## src/rtl/cmdp_pkg.sv

```systemverilog
// Shared types and opcode constants for the command word stream parser.
// Assumes a 10-bit index field and a 2-bit payload mode field.
package cmdp_pkg;
    typedef enum logic [2:0] {
        C_REG, C_OPK, C_OPD, C_WAITD, C_WAITK, C_STOP, C_PAY, C_BAD
    } cmd_class_t;

    typedef enum logic [1:0] {S_HDR, S_PAY, S_WAIT, S_HALT} pstate_t;

    localparam logic [9:0] OP_STOP      = 10'h000;
    localparam logic [9:0] OP_DMA_START = 10'h010;
    localparam logic [9:0] OP_DMA_WAIT  = 10'h011;
    localparam logic [9:0] OP_KERN_WAIT = 10'h012;
    localparam logic [9:0] REG0_BASE    = 10'h100;

    localparam logic [1:0] MODE_NONE  = 2'b00;
    localparam logic [1:0] MODE_PAY32 = 2'b01;
endpackage

```

## src/rtl/cmdp_decoder.sv

```systemverilog
// Sorts a header word into a command class from its payload mode and index.
// Purely combinational; assumes the caller only looks at it for header words.
module cmdp_decoder
    import cmdp_pkg::*;
(
    input  logic [1:0] mode,
    input  logic [9:0] idx,
    output cmd_class_t cls
);
    // Class selection: payload mode first, then index ranges and fixed ops.
    always_comb begin
        if (mode == MODE_PAY32) begin
            cls = C_PAY;
        end else if (mode != MODE_NONE) begin
            cls = C_BAD;
        end else if (idx >= REG0_BASE) begin
            cls = C_REG;
        end else begin
            case (idx)
                OP_STOP:      cls = C_STOP;
                OP_DMA_START: cls = C_OPD;
                OP_DMA_WAIT:  cls = C_WAITD;
                OP_KERN_WAIT: cls = C_WAITK;
                default:      cls = C_OPK;
            endcase
        end
    end
endmodule

```

## src/rtl/cmdp_job_counter.sv

```systemverilog
// Outstanding-job counter: increments on a start, decrements on a completion.
// Saturates at zero and at all-ones; simultaneous inc and dec leave it unchanged.
module cmdp_job_counter #(
    parameter int W = 8
) (
    input  logic         clk,
    input  logic         rst_n,
    input  logic         inc,
    input  logic         dec,
    output logic [W-1:0] count
);
    localparam logic [W-1:0] MAXV = '1;

    // Count update with saturation at both ends.
    always_ff @(posedge clk) begin
        if (!rst_n) begin
            count <= '0;
        end else if (inc && !dec && count != MAXV) begin
            count <= count + 1'b1;
        end else if (dec && !inc && count != '0) begin
            count <= count - 1'b1;
        end
    end

    // a completion at zero keeps the count at zero.
    p_sat_zero_r6: assert property (@(posedge clk) disable iff (!rst_n)
        (count == '0 && dec && !inc) |=> (count == '0));

    // a completion with a nonzero count lowers it by exactly one.
    p_dec_step_r6: assert property (@(posedge clk) disable iff (!rst_n)
        (count != '0 && dec && !inc) |=> (count == $past(count) - 1'b1));
endmodule

```

## src/rtl/cmdp_regfile.sv

```systemverilog
// One opcode space of configuration storage: 32-bit value plus 16-bit aux field.
// Single write port, combinational read port; cleared by reset.
module cmdp_regfile #(
    parameter int NREGS = 16,
    parameter int IW    = $clog2(NREGS)
) (
    input  logic          clk,
    input  logic          rst_n,
    input  logic          wr_en,
    input  logic [IW-1:0] wr_idx,
    input  logic [31:0]   wr_data,
    input  logic [15:0]   wr_aux,
    input  logic [IW-1:0] rd_idx,
    output logic [31:0]   rd_data,
    output logic [15:0]   rd_aux
);
    logic [31:0] data_q [NREGS];
    logic [15:0] aux_q  [NREGS];

    // Entry storage: cleared on reset, written when wr_en is high.
    always_ff @(posedge clk) begin
        if (!rst_n) begin
            for (int i = 0; i < NREGS; i++) begin
                data_q[i] <= '0;
                aux_q[i]  <= '0;
            end
        end else if (wr_en) begin
            data_q[wr_idx] <= wr_data;
            aux_q[wr_idx]  <= wr_aux;
        end
    end

    // Read mux.
    assign rd_data = data_q[rd_idx];
    assign rd_aux  = aux_q[rd_idx];
endmodule

```

## src/rtl/cmd_stream_parser.sv

```systemverilog
// Command word stream parser. Accepts 32-bit words over valid/ready, writes
// two register spaces, pulses operation starts, tracks outstanding kernel and
// DMA jobs, and stalls on wait commands. Assumes done pulses are one cycle each.
module cmd_stream_parser
    import cmdp_pkg::*;
#(
    parameter int NREGS = 16,
    parameter int CNTW  = 8
) (
    input  logic        clk,
    input  logic        rst_n,
    input  logic        restart,
    input  logic        in_valid,
    input  logic [31:0] in_data,
    output logic        in_ready,
    input  logic        kern_done,
    input  logic        dma_done,
    output logic        op_start,
    output logic [9:0]  op_code,
    output logic [15:0] op_param,
    input  logic        rd_space,
    input  logic [9:0]  rd_idx,
    output logic [31:0] rd_data,
    output logic [15:0] rd_aux,
    output logic        halted,
    output logic        error
);
    localparam int         IW   = $clog2(NREGS);
    localparam logic [9:0] NLIM = 10'(NREGS);

    pstate_t     state;
    cmd_class_t  cls;
    logic [9:0]  pay_idx;
    logic [15:0] pay_param;
    logic        dma_wait_q;
    logic [3:0]  lvl_q;
    logic [CNTW-1:0] kcnt, dcnt;

    logic [15:0] h_param;
    logic [1:0]  h_mode;
    logic [9:0]  h_idx;
    logic        unused_code_bits;

    assign h_param          = in_data[31:16];
    assign h_mode           = in_data[15:14];
    assign h_idx            = in_data[9:0];
    assign unused_code_bits = ^in_data[13:10];

    cmdp_decoder u_dec (.mode(h_mode), .idx(h_idx), .cls(cls));

    logic acc, hdr_acc, pay_acc, wait_ok;
    assign in_ready = (state == S_HDR) || (state == S_PAY);
    assign halted   = (state == S_HALT);
    assign acc      = in_valid && in_ready;
    assign hdr_acc  = acc && (state == S_HDR);
    assign pay_acc  = acc && (state == S_PAY);
    assign wait_ok  = dma_wait_q ? (dcnt <= CNTW'(lvl_q)) : (kcnt <= CNTW'(lvl_q));

    cmdp_job_counter #(.W(CNTW)) u_kcnt (
        .clk(clk), .rst_n(rst_n), .inc(hdr_acc && cls == C_OPK),
        .dec(kern_done), .count(kcnt));
    cmdp_job_counter #(.W(CNTW)) u_dcnt (
        .clk(clk), .rst_n(rst_n), .inc(hdr_acc && cls == C_OPD),
        .dec(dma_done), .count(dcnt));

    // Register write routing for the two opcode spaces.
    logic [9:0]    r0_off;
    logic [1:0]    wen;
    logic [IW-1:0] widx [2];
    logic [31:0]   wdat [2];
    logic [15:0]   waux [2];
    logic [31:0]   rdd  [2];
    logic [15:0]   rda  [2];

    assign r0_off  = h_idx - REG0_BASE;
    assign wen[0]  = hdr_acc && (cls == C_REG) && (r0_off < NLIM);
    assign wen[1]  = pay_acc && (pay_idx < NLIM);
    assign widx[0] = r0_off[IW-1:0];
    assign wdat[0] = {16'h0000, h_param};
    assign waux[0] = '0;
    assign widx[1] = pay_idx[IW-1:0];
    assign wdat[1] = in_data;
    assign waux[1] = pay_param;

    for (genvar sp = 0; sp < 2; sp++) begin : g_space
        cmdp_regfile #(.NREGS(NREGS), .IW(IW)) u_rf (
            .clk(clk), .rst_n(rst_n), .wr_en(wen[sp]), .wr_idx(widx[sp]),
            .wr_data(wdat[sp]), .wr_aux(waux[sp]), .rd_idx(rd_idx[IW-1:0]),
            .rd_data(rdd[sp]), .rd_aux(rda[sp]));
    end

    // Read port: out-of-range entries read as zero.
    assign rd_data = (rd_idx < NLIM) ? rdd[rd_space] : '0;
    assign rd_aux  = (rd_idx < NLIM) ? rda[rd_space] : '0;

    // Parser sequencing: header, payload slot, wait stall, halt.
    always_ff @(posedge clk) begin
        if (!rst_n) begin
            state      <= S_HDR;
            error      <= 1'b0;
            pay_idx    <= '0;
            pay_param  <= '0;
            dma_wait_q <= 1'b0;
            lvl_q      <= '0;
        end else begin
            case (state)
                S_HDR: if (hdr_acc) begin
                    case (cls)
                        C_PAY: begin
                            state     <= S_PAY;
                            pay_idx   <= h_idx;
                            pay_param <= h_param;
                        end
                        C_WAITD: begin
                            state      <= S_WAIT;
                            dma_wait_q <= 1'b1;
                            lvl_q      <= h_param[3:0];
                        end
                        C_WAITK: begin
                            state      <= S_WAIT;
                            dma_wait_q <= 1'b0;
                            lvl_q      <= {2'b00, h_param[1:0]};
                        end
                        C_STOP: state <= S_HALT;
                        C_BAD: begin
                            state <= S_HALT;
                            error <= 1'b1;
                        end
                        default: ;
                    endcase
                end
                S_PAY:  if (pay_acc) state <= S_HDR;
                S_WAIT: if (wait_ok) state <= S_HDR;
                S_HALT: if (restart) state <= S_HDR;
                default: state <= S_HDR;
            endcase
        end
    end

    // Operation start pulse, registered one cycle after acceptance.
    always_ff @(posedge clk) begin
        if (!rst_n) begin
            op_start <= 1'b0;
            op_code  <= '0;
            op_param <= '0;
        end else begin
            op_start <= hdr_acc && (cls == C_OPK || cls == C_OPD);
            if (hdr_acc && (cls == C_OPK || cls == C_OPD)) begin
                op_code  <= h_idx;
                op_param <= h_param;
            end
        end
    end

    // no register write while stalled on a wait.
    p_stall_no_write_r11: assert property (@(posedge clk) disable iff (!rst_n)
        (state == S_WAIT) |-> (wen == 2'b00));

    // the payload space is written only from the payload slot.
    p_pay_slot_only_r3: assert property (@(posedge clk) disable iff (!rst_n)
        (state != S_PAY) |-> !wen[1]);

    // a satisfied wait reopens the input on the next cycle.
    p_wait_release_r7: assert property (@(posedge clk) disable iff (!rst_n)
        (state == S_WAIT && wait_ok) |=> in_ready);

    // halted persists until restart.
    p_halt_holds_r9: assert property (@(posedge clk) disable iff (!rst_n)
        (halted && !restart) |=> halted);

    // a reserved mode halts with error, and error never clears itself.
    p_bad_halts_r10: assert property (@(posedge clk) disable iff (!rst_n)
        (hdr_acc && h_mode[1]) |=> (halted && error));
    p_err_sticky_r10: assert property (@(posedge clk) disable iff (!rst_n)
        error |=> error);
endmodule

```

## config.mk

```make
export PLATFORM = sky130hd
export DESIGN_NAME = cmd_stream_parser
export DESIGN_NICKNAME = d
export VERILOG_FILES = /design/src/rtl/cmdp_pkg.sv /design/src/rtl/cmdp_decoder.sv /design/src/rtl/cmdp_job_counter.sv /design/src/rtl/cmdp_regfile.sv /design/src/rtl/cmd_stream_parser.sv
export SDC_FILE = /design/constraint.sdc
export NUM_CORES = 2
export LEC_CHECK = 0
export BUFFER_PORTS_ARGS = -buffer_cell sky130_fd_sc_hd__buf_2
export CELL_PAD_IN_SITES_DETAIL_PLACEMENT = 1
export CELL_PAD_IN_SITES_GLOBAL_PLACEMENT = 2
export CORE_UTILIZATION = 35
export CTS_CLUSTER_DIAMETER = 120
export DETAILED_ROUTE_END_ITERATION = 10
export GPL_TIMING_DRIVEN = 0
export PLACE_DENSITY = 0.68
export SLEW_MARGIN = 10
export SYNTH_ARGS = -nofsm -noshare
export SYNTH_HDL_FRONTEND = slang
export SYNTH_SLANG_ARGS = --single-unit
export TNS_END_PERCENT = 1
```

## constraint.sdc

```tcl
create_clock -name clk -period 19.2 [get_ports clk]
set_input_delay 5.76 -clock clk [delete_from_list [all_inputs] [get_ports clk]]
set_output_delay 5.76 -clock clk [all_outputs]
set_load 0.005 [all_outputs]
```

==> After elaboration in Yosys (flattened, before gate mapping) <==
Memory sizes are Yosys's and may differ from the RTL's.
Cells that the tools add are included.
{ "word_totals": {"mem_bits_rw": 1024, "elab_cells": 130, "ff_bits": 77, "in_bits": 49, "n_memories": 3} }
{ "memory_table": {"columns": ["memory", "words", "width", "read_ports", "rd_clocked_by_memory_dff", "write_ports", "line_no", "rtl"], "rows": [
  ["g_space[1].u_rf.data_q", 16, 32, 1, 0, 16, "cmdp_regfile.sv:17", "logic [31:0] data_q [NREGS];"],
  ["g_space[0].u_rf.data_q", 16, 16, 1, 0, 16, "cmdp_regfile.sv:17", null],
  ["g_space[1].u_rf.aux_q", 16, 16, 1, 0, 16, "cmdp_regfile.sv:18", "logic [15:0] aux_q [NREGS];"]
]} }
{ "classes": {"add_sub_neg": 5, "muxes": 41, "eq_ne": 21, "n_reduce_logical": 41, "bitwise_logic": 1, "n_lt_le_gt_ge": 7} }
{ "ops": {"columns": ["op", "count"], "rows": [
  ["32-bit 2-to-1 mux", 5],
  ["16-bit 2-to-1 mux", 6],
  ["8-bit 2-to-1 mux", 4],
  ["16-bit OR reduction", 2],
  ["32-bit OR reduction", 1],
  ["10-bit by 5-bit equality test with 1-bit output, second input constant", 3],
  ["10-bit by 5-bit < comparator with 1-bit output, second input constant", 3],
  ["1-bit logical AND", 17],
  ["8-bit by 1-bit adder with 8-bit output, second input constant", 2],
  ["8-bit by 4-bit <= comparator with 1-bit output", 2],
  ["8-bit inequality test, second input constant", 2],
  ["8-bit nonzero test", 2],
  ["8-bit by 1-bit subtractor with 8-bit output, second input constant", 2],
  ["3-bit equality test, second input constant", 4],
  ["4-bit 2-to-1 mux", 3],
  ["3-bit case mux with 4 select lines", 1],
  ["1-bit 2-to-1 mux", 11],
  ["10-bit by 9-bit >= comparator with 1-bit output, second input constant", 1],
  ["10-bit logical NOT", 1],
  ["10-bit by 9-bit subtractor with 10-bit output, second input constant", 1],
  ["3-bit 2-to-1 mux", 3],
  ["3-bit AND reduction", 3],
  ["2-bit 2-to-1 mux", 4],
  ["2-bit inequality test, second input constant", 4],
  ["other kinds (18)", 29]
]} }

==> Logic depth before layout (Yosys ltp) <==
{ "depth": {"word_depth": 13, "ltp_mapped": 12} }

==> By module <==
Synthesis repeated with hierarchy kept, for this count alone.
{ "hier_totals": {"cells_unflattened": 4788, "area_unflattened_um2": 73145.2} }
{ "by_module_without_submodules": {"columns": ["mod", "area_each_um2", "n_inst", "cells_each"], "rows": [
  ["cmdp_regfile (g_space[1].u_rf)", 34190.3, 1, 2108],
  ["cmdp_regfile (g_space[0].u_rf)", 34186.5, 1, 2108],
  ["cmd_stream_parser", 3520.9, 1, 420],
  ["cmdp_job_counter", 588.1, 2, 71],
  ["cmdp_decoder", 71.3, 1, 10]
]} }

==> Worst setup path after synthesis <==
Ideal clock, no wire load.
{ "synth_timing": {"path_kind": "input port to output port", "startpoint": "in rd_idx[0]", "endpoint": "out rd_aux[0]", "path_slack_ps": 5867, "n_path_buf": 3, "stages": 6, "arrival_time_ps": 7573, "cell_sequence": "clkbuf_1 -> buf_2 -> buf_2 -> mux4_2 -> mux4_2 -> nor2b_1"} }
{ "synth_via": {"elab_chain_len": 5, "elab_cells_between_ends": 6, "cone_classes": "1 x order compare; 4 x mux; 1 x memory"} }
{ "synth_lines": {"columns": ["item", "line_no", "rtl"], "rows": [
  ["from (decl)", "cmd_stream_parser.sv:22", "input logic [9:0] rd_idx,"],
  ["memory read 16 x 16 bit", null, null],
  ["16-bit 2-to-1 mux (implied by the code) (3 in a row)", "cmd_stream_parser.sv:94", "assign rd_aux = (rd_idx < NLIM) ? rda[rd_space] : '0;"],
  ["16-bit 2-to-1 mux (*)", "cmd_stream_parser.sv:94", null],
  ["to (decl)", "cmd_stream_parser.sv:24", "output logic [15:0] rd_aux,"]
]} }
Every way passes the cells marked *; elsewhere a longest branch is shown, timed or not. The select of a mux whose other input is x is not followed.

==> Worst setup path after layout <==
{ "layout_timing": {"startpoint": "in rd_idx[0]", "endpoint": "out rd_data[10]"} }
{ "layout_via": {"elab_chain_len": 5, "elab_cells_between_ends": 7, "cone_classes": "1 x order compare; 4 x mux; 2 x memory"} }
{ "layout_lines": {"columns": ["item", "line_no", "rtl"], "rows": [
  ["memory read 16 x 32 bit or memory read 16 x 16 bit (tied branches)", null, null],
  ["32-bit 2-to-1 mux (implied by the code) (3 in a row)", "cmd_stream_parser.sv:93", "assign rd_data = (rd_idx < NLIM) ? rdd[rd_space] : '0;"],
  ["32-bit 2-to-1 mux (*)", "cmd_stream_parser.sv:93", null],
  ["to (decl)", "cmd_stream_parser.sv:23", "output logic [31:0] rd_data,"]
]} }
Marks and branches as above.

==> flow_summary.yaml <==
critical_path:
  rr_worst_depth: 7
  regToRegStartpoint: "pay_idx[4]$_SDFFE_PN0P_"
  regToRegEndpoint: "g_space[1].u_rf.aux_q[3][4]$_SDFFCE_PN0P_"
  worstSetupEndpointType: "output pin"
  start_kind: "input pin"
  rrSetupSlack_ns: 14.87
  required_ns: 13.44
  criticalPathCategory: "input pin to output pin"
  arrival_ns: 9.42
  cp_max_fo: 10
hold_path:
  min_path_cells: 2
  min_path_type: "flop to flop"
  hold_path.startpoint: "op_param[10]$_SDFFE_PN0P_"
  hold_end: "op_param[10]$_SDFFE_PN0P_"
routing:
  wl_mm: 167
  vias: 29749
  drt-vias-per-instance: 5.33
  drt_iter0_markers: 3180
  firstDrtPassIters: 5
  drcViolationCount: 0
  antenna_left: 0
  wl_per_cell_um: 29.9
power_and_ir_drop:
  switchingPower_mw: 1.39
  p_int_mw: 4.35
  pwr-share-comb: 0.094
  pwr-share-seq: 0.479
  finalPower_mw: 5.74
  swShare: 0.242
  power_density_nw_per_um2: 97.8
  ir_worst_vdd_mv: 0.0620
  p_leak_nw: 21.0
  pwr-share-clk: 0.427
logic_synthesis:
  ys_ff_latch: 1101
  yosysUniqueCellTypes: 55
  ys_seq_area_frac: 0.645
  yosys.area.top_type: "edfxtp_1"
  synthTopCellsByArea: "edfxtp_1 61%, mux4_2 14%, and2_1 12%, dfxtp_1 3.1%, clkbuf_1 1.7%"
  syn_area_sq_um: 50100
  synth_cells: 3274
  yosys.area.top_type_share: 0.614
  syn-num-nets: 3348
  syn_avg_cell_area_sq_um: 15.3
  async_flop_share: 0
  synthFlopType: "edfxtp_1"
  ys_warn_count: 0
  synth_edf_count: 1024
cells_and_area:
  syn_to_final_growth_pct: 17.0
  fin_nets: 3655
  layout-drive-gt1-share: 0.210
  fin_area_sq_um: 58600
  layout_commonest_cell: "edfxtp_1"
  fin_util: 0.414
  final_cell_mix: "1024 x edfxtp_1, 997 x and2_1, 320 x mux4_2"
placed_design:
  placed_cell_area_sq_um: 54500
  gp_congestion: 0.835
  io_buffer_count: 119
  dpl.hpwl_mm: 122
  dp_worst_setup_slack_ns: 4.05
clock_tree:
  clkTransAtPathRegs_ns: 0.06
  cts_tree: "done"
  cts_resized: 0
  cts_buffers: 130
  cts_setup_buffers: 0
  max-clock-path-buffers: 3
  clock_sinks: 1101
  clock-root-buffer: "clkbuf_16"
  postCtsHoldBufs: 0
  insertion_delay_ns: 0.78
  cts-htree-levels: 4
sta:
  grt_setup_unrepaired: "no"
  maxSlewViolCount: 0
  hold_viol: 0
  clock_skew_ns: 0.0220
  tns_ns: 0
  worst_pin_slew_ns: 1.36
  slew_headroom: 0.0874
  max_freq_ghz: 0.0659
  post-route-min-period_ns: 15.18
  fin_crit_sh: 0.790
  finalSetupViolCount: 0
  setup_slack_ns: 4.02
status:
  status: "complete, no violations"
global_routing:
  grt_pass1_vias: 31317
  grt_pass1_wl_mm: 237
  grt_max_degree: 34
  track_usage: 0.233
  grt-ovfl-total: 0
  antenna_found_initial: 19
floorplanning:
  core-area_sq_um: 142000
  initial_core_util: 0.353
  rows: 138
  ios: 127
  die_h_um: 380
  die_w_um: 380
  dieArea_sq_um: 145000
job:
  max-cap-violations: 0
[Yosys cell counts, types with 23 or more instances]
cell and n:
buf_2 38, clkbuf_1 233, nand2_1 96, mux4_2 320, dfxtp_1 77, o21ai_0 63, and2_1 997, ha_1 23
nor2_1 58, a21oi_1 36, inv_1 49, nor3_1 33, edfxtp_1 1024, nand3_1 33, nor2b_1 38
[critical path, cell delays in order]
cell	delay (ns)
clkbuf_1	0.28
clkbuf_1	0.91
buf_2	0.55
mux4_2	0.56
mux4_2	0.48
inv_1	0.39
o22ai_1	0.26
buf_2	0.20
[stage by stage]
| stage | cells | hold WS (ns) |
|---|---|---|
| after floorplan | 3274 | 0.431 |
| after global placement | 5283 | 0.438 |
| after detailed placement | 5339 | 0.449 |
| after CTS | 5574 | 0.464 |
| after global routing | 5574 | 0.479 |
| final | 5579 | 0.456 |
[logic make-up after synthesis]
family,after synthesis,share of synthesized area
fa+ha+maj,25,0.00654
flops,1101,0.645
xor+xnor,12,0.00210
compound gates,142,0.0160
mux,335,0.147
simple gates,1316,0.157
buf+inv,343,0.0271
[worst max-delay path by stage]
stage                     startpoint                                        end  slack, ns  cells after the start
after CTS                  rd_idx[0]                                rd_data[10]       4.04                      8
after floorplan            rd_idx[0]                                  rd_aux[0]       5.87                      6
final                      rd_idx[0]                                rd_data[10]       4.02                      8
after global routing       rd_idx[0]                                rd_data[10]       3.92                      8
after detailed placement   rd_idx[0]                                 rd_data[9]       4.05                      8
after global placement         rst_n  g_space[1].u_rf.aux_q[7][4]$_SDFFCE_PN0P_       3.05                      6
[layer usage]
layer  global-route usage  routed length (um)
met5                    0                  13
met4               0.0655                4040
met3               0.0346               10500
met2                0.379               80500
met1                0.324               72000
[registers in the layout, indices dropped and copies added, names as in the netlist]
register and count:
g_space.u_rf.data_q 768, g_space.u_rf.aux_q 256, op_param 16, pay_param 16, op_code 10, pay_idx 10
u_dcnt.count 8, u_kcnt.count 8, lvl_q 4, state 2, dma_wait_q 1, error 1
op_start 1
[layout make-up]
class | instances | area [sq um]
multi-input cells | 1830 | 16700
clock buffers | 185 | 3610
diodes | 5 | 12.5
fillers | 14137 | 83100
repair buffers | 175 | 1780
flip-flops and latches | 1101 | 32300
plain buffers | 293 | 1170
well taps | 1890 | 2360
inverters | 50 | 188
clock inverters | 50 | 522
[power groups by stage]
stage | Sequential (mW) | Clock, mW | Combinational, mW
floorplan | 2.79 | 0 | 0.328
global placement | 2.82 | 0 | 0.507
detailed placement | 2.80 | 0 | 0.549
CTS | 2.75 | 2.48 | 0.550
global route | 2.76 | 2.56 | 0.582
finish | 2.75 | 2.45 | 0.542
Power figures use the tool's default switching activity.
